==> src/rtl/halt_event_ctrl.sv <==
module halt_event_ctrl #(
  parameter int SNOOP_DLY = 4
) (
  input  logic       clk,
  input  logic       rst_n,
  input  logic       halt_cmd,
  input  logic       wbinvd_cmd,
  input  logic       cache_done,
  input  logic       rsm,
  input  logic       smm_halt_cfg,
  input  logic       ev_intr,
  input  logic       ev_nmi,
  input  logic       ev_init,
  input  logic       ev_reset,
  input  logic       ev_stopclk,
  input  logic       ev_smi,
  input  logic       ev_flush,
  input  logic       ev_snoop,
  input  logic       ev_businit,
  input  logic       ev_hardfail,
  input  logic       ev_frcerr,
  input  logic       txn_rdy,
  output logic       txn_req,
  output logic [1:0] txn_type,
  output logic       txn_smm,
  output logic       act_valid,
  output logic [2:0] act_code,
  output logic       halted,
  output logic       stop_grant,
  output logic       snoop_resp
);
  localparam int CW = $clog2(SNOOP_DLY + 1);
  localparam logic [1:0] T_SYNC = 2'd0, T_FACK = 2'd1, T_SGACK = 2'd2, T_SMIACK = 2'd3;
  localparam logic [2:0] A_NONE = 3'd0, A_INTR = 3'd1, A_NMI = 3'd2, A_RST = 3'd3,
                         A_SMI = 3'd4, A_MCA = 3'd5;

  typedef enum logic [2:0] {S_RUN, S_HALT, S_SGNT, S_CWAIT, S_TXN} st_t;

  st_t         st, post_st;
  logic        cw_sync, ret_sg, smm_q;
  logic [1:0]  ttype_q;
  logic [2:0]  act_q;
  logic [CW-1:0] snp_cnt;

  assign txn_req    = (st == S_TXN);
  assign txn_type   = ttype_q;
  assign txn_smm    = smm_q;
  assign act_code   = act_q;
  assign act_valid  = (act_q != A_NONE);
  assign halted     = (st == S_HALT);
  assign stop_grant = (st == S_SGNT);
  assign snoop_resp = (snp_cnt == CW'(1));

  always_ff @(posedge clk or negedge rst_n) begin
    if (!rst_n) begin
      st      <= S_RUN;
      post_st <= S_RUN;
      cw_sync <= 1'b0;
      ret_sg  <= 1'b0;
      smm_q   <= 1'b0;
      ttype_q <= T_SYNC;
      act_q   <= A_NONE;
      snp_cnt <= '0;
    end else begin
      act_q <= A_NONE;
      if (ev_snoop)
        snp_cnt <= (st == S_SGNT) ? CW'(SNOOP_DLY) : CW'(1);
      else if (snp_cnt != '0)
        snp_cnt <= snp_cnt - CW'(1);

      case (st)
        S_RUN: begin
          if (smm_q && rsm) begin
            st <= S_TXN; ttype_q <= T_SMIACK; smm_q <= 1'b0;
            post_st <= smm_halt_cfg ? S_HALT : S_RUN;
          end else if (wbinvd_cmd) begin
            st <= S_CWAIT; cw_sync <= 1'b1;
          end else if (halt_cmd) begin
            st <= S_HALT;
          end
        end
        S_HALT: begin
          if (ev_reset || ev_init) begin
            act_q <= A_RST; smm_q <= 1'b0; st <= S_RUN;
          end else if (ev_businit || ev_hardfail || ev_frcerr) begin
            act_q <= A_MCA; st <= S_RUN;
          end else if (ev_flush) begin
            st <= S_CWAIT; cw_sync <= 1'b0; ret_sg <= 1'b0;
          end else if (ev_smi && !smm_q) begin
            act_q <= A_SMI; smm_q <= 1'b1;
            st <= S_TXN; ttype_q <= T_SMIACK; post_st <= S_RUN;
          end else if (ev_nmi) begin
            act_q <= A_NMI; st <= S_RUN;
          end else if (ev_stopclk) begin
            st <= S_TXN; ttype_q <= T_SGACK; post_st <= S_SGNT;
          end else if (ev_intr) begin
            act_q <= A_INTR; st <= S_RUN;
          end
        end
        S_SGNT: begin
          if (ev_reset) begin
            act_q <= A_RST; smm_q <= 1'b0; st <= S_RUN;
          end else if (ev_businit) begin
            act_q <= A_MCA; st <= S_RUN;
          end else if (ev_flush) begin
            st <= S_CWAIT; cw_sync <= 1'b0; ret_sg <= 1'b1;
          end else if (!ev_stopclk) begin
            st <= S_HALT;
          end
        end
        S_CWAIT: begin
          if (cache_done) begin
            st      <= S_TXN;
            ttype_q <= cw_sync ? T_SYNC : T_FACK;
            post_st <= cw_sync ? S_RUN : (ret_sg ? S_SGNT : S_HALT);
          end
        end
        S_TXN: if (txn_rdy) st <= post_st;
        default: st <= S_RUN;
      endcase
    end
  end

  p_req_hold_r12: assert property (@(posedge clk) disable iff (!rst_n)
    txn_req && !txn_rdy |=> txn_req && $stable(txn_type) && $stable(txn_smm));

  p_qual_frame_r9: assert property (@(posedge clk) disable iff (!rst_n)
    !$stable(txn_smm) |-> (txn_req && txn_type == T_SMIACK) || act_code == A_RST);

  p_sg_entry_r7: assert property (@(posedge clk) disable iff (!rst_n)
    $rose(stop_grant) |-> $past(txn_req && txn_rdy && txn_type == T_SGACK) || $past(txn_req && txn_rdy && txn_type == T_FACK));

  p_sg_exit_r7: assert property (@(posedge clk) disable iff (!rst_n)
    $fell(stop_grant) && halted |-> !$past(ev_stopclk));

  p_mca_nohalt_r5: assert property (@(posedge clk) disable iff (!rst_n)
    act_code == A_MCA |-> !halted && !stop_grant);

  p_sg_ignore_r8: assert property (@(posedge clk) disable iff (!rst_n)
    stop_grant && !ev_reset && !ev_businit |=> !act_valid);

  p_snoop_fast_r11: assert property (@(posedge clk) disable iff (!rst_n)
    ev_snoop && !stop_grant |=> snoop_resp);
endmodule

==> config.mk <==
export PLATFORM = sky130hd
export DESIGN_NAME = halt_event_ctrl
export DESIGN_NICKNAME = d
export VERILOG_FILES = /design/src/rtl/halt_event_ctrl.sv
export SDC_FILE = /design/constraint.sdc
export NUM_CORES = 1
export LEC_CHECK = 0
export ABC_AREA = 1
export ABC_CLOCK_PERIOD_IN_PS = 1290
export BUFFER_PORTS_ARGS = -buffer_cell sky130_fd_sc_hd__buf_2
export CAP_MARGIN = 10
export CORE_MARGIN = 1.5
export CORE_UTILIZATION = 47
export CTS_CLUSTER_DIAMETER = 30
export CTS_CLUSTER_SIZE = 12
export DETAILED_ROUTE_END_ITERATION = 16
export HOLD_SLACK_MARGIN = 0.02
export PLACE_DENSITY_LB_ADDON = 0.12
export RECOVER_POWER = 100
export SETUP_SLACK_MARGIN = 0.02
export SLEW_MARGIN = 0
export SYNTH_ARGS = -nofsm -noshare
export SYNTH_HDL_FRONTEND = slang
export SYNTH_SLANG_ARGS = --single-unit
==> constraint.sdc <==
create_clock -name clk -period 1.29 [get_ports clk]
set_input_delay 0 -clock clk [delete_from_list [all_inputs] [get_ports clk]]
set_output_delay 0 -clock clk [all_outputs]
set_load 0.02 [all_outputs]
Yosys cells after proc, flatten, opt, wreduce, memory -nomap -nowiden --
Index checks and enable logic that the tools add are counted.
Word-level totals: register bits 17, bits of input ports 19, output and inout bits 11, word-level logic and storage cells 127
Cells by class: add/subtract/negate cells 1, equal/unequal tests 26, muxes and demuxes 74, reductions and logical operators 18
Operators with widths (count):
- $mux 3 | 33
- $ne 2x2->1 const B | 13
- $mux 1 | 23
- $mux 2 | 11
- $pmux 3 s5 | 1
- $reduce_and 7->1 | 2
- $reduce_bool 3->1 | 4
- $ne 3x2->1 const B | 3
- $pmux 3 s3 | 1
- $ne 8x5->1 const B | 1
- $reduce_and 8->1 | 1
- $eq 3x1->1 const B | 2
- $eq 3x2->1 const B | 2
- $pmux 1 s3 | 2
- $pmux 2 s3 | 1
- $pmux 3 s2 | 1
- $reduce_and 6->1 | 1
- $ne 5x5->1 const B | 1
- $reduce_and 5->1 | 1
- $ne 4x4->1 const B | 1
- $reduce_bool 2->1 | 2
- $eq 3x3->1 const B | 1
- $logic_not 3->1 | 1
- $logic_or 1x1->1 | 3
- other kinds (6) | 7

Logic depth before layout (Yosys ltp) --
depth in word-level cells 8, depth in mapped cells 9, mapped depth without buffers 9

Worst setup path before layout --
No wires, ideal clock.
kind register to register, start point register st[0], end point register st[1], library setup time 0.065 ns, data arrival time 1.323 ns, data required time 1.225 ns, slack -0.098 ns, stages on the path, launching flop included 8, path buffers 0, clock period less this slack 1.388 ns, cell sequence dfrtp_1 nor2_4 inv_1 nor2_1 nand2_1 nand3_1 nand3_1 nand2_1
Between the ends: longest elaborated chain between the ends 3, elaborated cells on any way between the ends 12, those cells by class 9 x eq/ne; 1 x mux; 2 x reduce/logical
RTL lines:
- start, declared | line 39 | st_t st, post_st;
- start signal, assigned | line 118 | S_TXN: if (txn_rdy) st <= post_st;
- $eq 3x3->1 *
- via txn_req | line 23 | output logic txn_req,
- $ne 2x2->1 (no source line)
- $reduce_and 5->1 (no source line)
The timed path passes the listed nets; every way through them passes the cells marked *. A chain may end at the register's enable or synchronous reset.

Worst setup path in the final report --
start point register st[1], end point output port halted
Between the ends: longest elaborated chain between the ends 1
RTL lines:
- $eq 3x1->1 | line 50 | assign halted = (st == S_HALT);
- end, declared | line 28 | output logic halted,
Every way passes these cells.

==> results.md <==
- Status: finished, violations left
- Violated checks: negative setup slack
- # setup viols final: 14
- Leakage power: 0.933 nW
- Syn avg cell area: 6.67 sq um
- DP HPWL: 2450 um
- Clk sinks: 16
- Relative slew slack: 38.4%
- Fin area: between 0.0015 and 0.002 sq mm
- Syn nets: about 200
- Critical Path RT: 1.29 ns
- Area growth syn-to-layout: 46.3%
- Chip height: 53.4 um
- Fillers: 205
- Worst-path fanout max: 6
- Root Buffer: clkbuf_4
- Synth async-reset ratio: 100%
- Area of the multi-input gates: roughly 820 sq um
- Ant diodes: 0
- Crit path arrival time: between 1 and 1.5 ns
- Worst slew pin tran: 0.924 ns
- Die width: 53.4 um
- Layout Utilization: 71.8%
- Row count: 18
- IO Count: 30
- Grt total ovfl: 0
- Peak supply drop: roughly 1.4 mV
- TritonCTS buffer count: 3
- Largest net degree at the start of global routing: 17
- Placed cell area: about 0.0015 sq mm
- Routed WL per cell: between 10 and 15 um
- Initial drt markers: 39
- RSZ-0062 raised after global routing: yes
- CTS tree: built
- Seq/Total Area, Yosys: between 30% and 40%
- Synthesized cell area: 0.00119 sq mm
- DIE AREA: 0.00285 sq mm
- Final Hold Viols: 0
- Via count: 1360
- DRT antenna net count: 0
- Hold depth: 3
- Layout cell share with drive strength beyond 1: 43.4%
- CP Launch Type: flop
- First-pass GRT wire length: 5380 um
- Post-synth EDFFs: 0
- Nets: 258
- Setup slack after layout: -0.0849 ns
- Via density per instance: 5.13
- Number of max-cap violations: 0
- Power per cell area: 2290 mW/mm^2
- Clock latency on the worst-skew pair: 0.30 ns
- GP Congestion: 0.947
- Critical path type: reg2out
- Initial core utilization: 49.1%
- Clk pin slew, worst setup/hold paths: 0.10 ns
- Flip-flop and latch area: 403 sq um
- Clk_skew: 0.00768 ns
- Crit. End Element: primary output
- Worst min path class: in2reg
- Longest Clk Path Bufs: 2
- H-tree Lvls: 1
- Period utilization: 107%
- Min cycle time layout: 1.37 ns
- Gate Count Post-Synth: 179
- Initial antenna violation count: 0
- Core footprint: 0.00243 sq mm
- IO Port Bufs: 29
- Vias in the first global route: ~1.3k
- Fin. max-slew vios: 0
- Main synth FF type: dfrtp_1
- 1st-pass router iterations: 4
- Total routed wirelength: 3520 um
- FMAX: 727 MHz
- Synth cell types: 25
- Drt drc: 0
- GRT Total Usage: 26.2%
- R2R depth: 8
- Yosys warns: 0
- Yosys reg bits: 16
## per-layer routing
metal,share of wire (%),vias up,global-route usage (%)
li1,-,670,-
met1,41,627,30.6
met2,51,51,47.3
met3,5.5,12,3.95
met4,2.3,0,9.83
met5,0,-,0
## worst max-delay path: stages, from the launching register on
cell and delay, ns:
dfrtp_2 0.48, buf_4 0.17, nor2_4 0.20, buf_6 0.13
buf_6 0.10
## cells by family (layout without fill, tap and decap cells)
| kind of cell | after synthesis | in the layout | share of synthesized area [%] |
|---|---|---|---|
| AOI/OAI and AO/OA | 10 | 10 | 5.24 |
| xor gates and xnor gates | 1 | 1 | 0.734 |
| adders and majority gates | 3 | 3 | 3.14 |
| buffers and inverters | 28 | 84 | 8.80 |
| DFF | 16 | 16 | 33.5 |
| and+or+nand+nor | 121 | 121 | 48.5 |
## layout make-up
| type | count | area share, % |
|---|---|---|
| repair buffers | 52 | 19.9 |
| clock buffers | 4 | 1.50 |
| inverters | 28 | 6.45 |
| multi-input cells | 135 | 46.9 |
| well taps | 30 | 2.15 |
| flip-flops and latches | 16 | 23.1 |
## flip-flops by register name, summed over array words and instances (netlist names)
signal and flops:
act_code 3, snp_cnt 3, st 3, post_st 2, txn_type 2, cw_sync 1, ret_sg 1, txn_smm 1
## where the power goes
group / leakage (nW) / switching, mW / internal [mW]
clock: 0.0150 / 0.171 / 0.120
sequential: 0.200 / 0.215 / 0.727
combinational: 0.718 / 1.62 / 1.15
total: 0.933 / 2.00 / 2.00
## cell usage after synthesis, types with 2 or more instances
master | number | area share [%]
o21ai_0 | 2 | 0.84
inv_2 | 3 | 0.94
nor2_1 | 26 | 8.2
dfrtp_1 | 16 | 34
nand2_4 | 2 | 1.9
o31ai_1 | 2 | 1.3
ha_1 | 3 | 3.1
nand3b_1 | 2 | 1.3
nand2_1 | 53 | 17
nand3_1 | 22 | 9.2
a21oi_1 | 2 | 0.84
nor2_4 | 5 | 4.7
inv_1 | 25 | 7.9
nand3_2 | 2 | 1.7
nand2_2 | 4 | 2.1
## worst paths after layout
| kind | start | endpoint | slack, ns |
|---|---|---|---|
| worst max-delay path | st[1] | halted | -0.08 |
| worst min-delay path | ev_businit | act_code[2] | 0.05 |
| worst max register to register | st[1] | post_st[0] | -0.07 |
| worst min register to register | txn_type[1] | txn_type[1] | 0.50 |
| max in group asynchronous | rst_n | st[1] | 0.33 |
| min in group asynchronous | rst_n | txn_type[0] | 0.34 |
## cells in the final DEF (no fill, tap or decap), types with 5 or more instances in the layout
cell type      instances
nor2_4                 9
dlygate4sd3_1          5
nand2_2               17
clkbuf_1               8
buf_2                 18
nor2_1                19
buf_4                 16
nand2_1               40
inv_1                 18
dfrtp_1               14
nand3_1               19
inv_2                  7
buf_6                  5
## stage by stage
step	std cells	worst slack, ns	power (mW)	hold WS [ns]	setup TNS [ns]
after floorplan	179	-0.0262	2.37	-0.296	-0.117
after global placement	250	-0.0459	2.99	-0.0665	-0.217
after detailed placement	250	-0.0542	3.04	-0.0608	-0.423
after CTS	262	-0.0293	3.62	0.0346	-0.155
after global routing	265	-0.138	4.36	0.0774	-1.81
final	265	-0.0849	4.00	0.0541	-0.641
## repair_timing
action / in CTS / in global routing
hold buffers: 5 / 0
setup endpoints to repair: 16 / 20
resized for setup: 26 / 29
hold endpoints to repair: 22 / 0
pin swaps: 8 / 8
setup buffers: 3 / 3
Power figures use the tool's default switching activity.
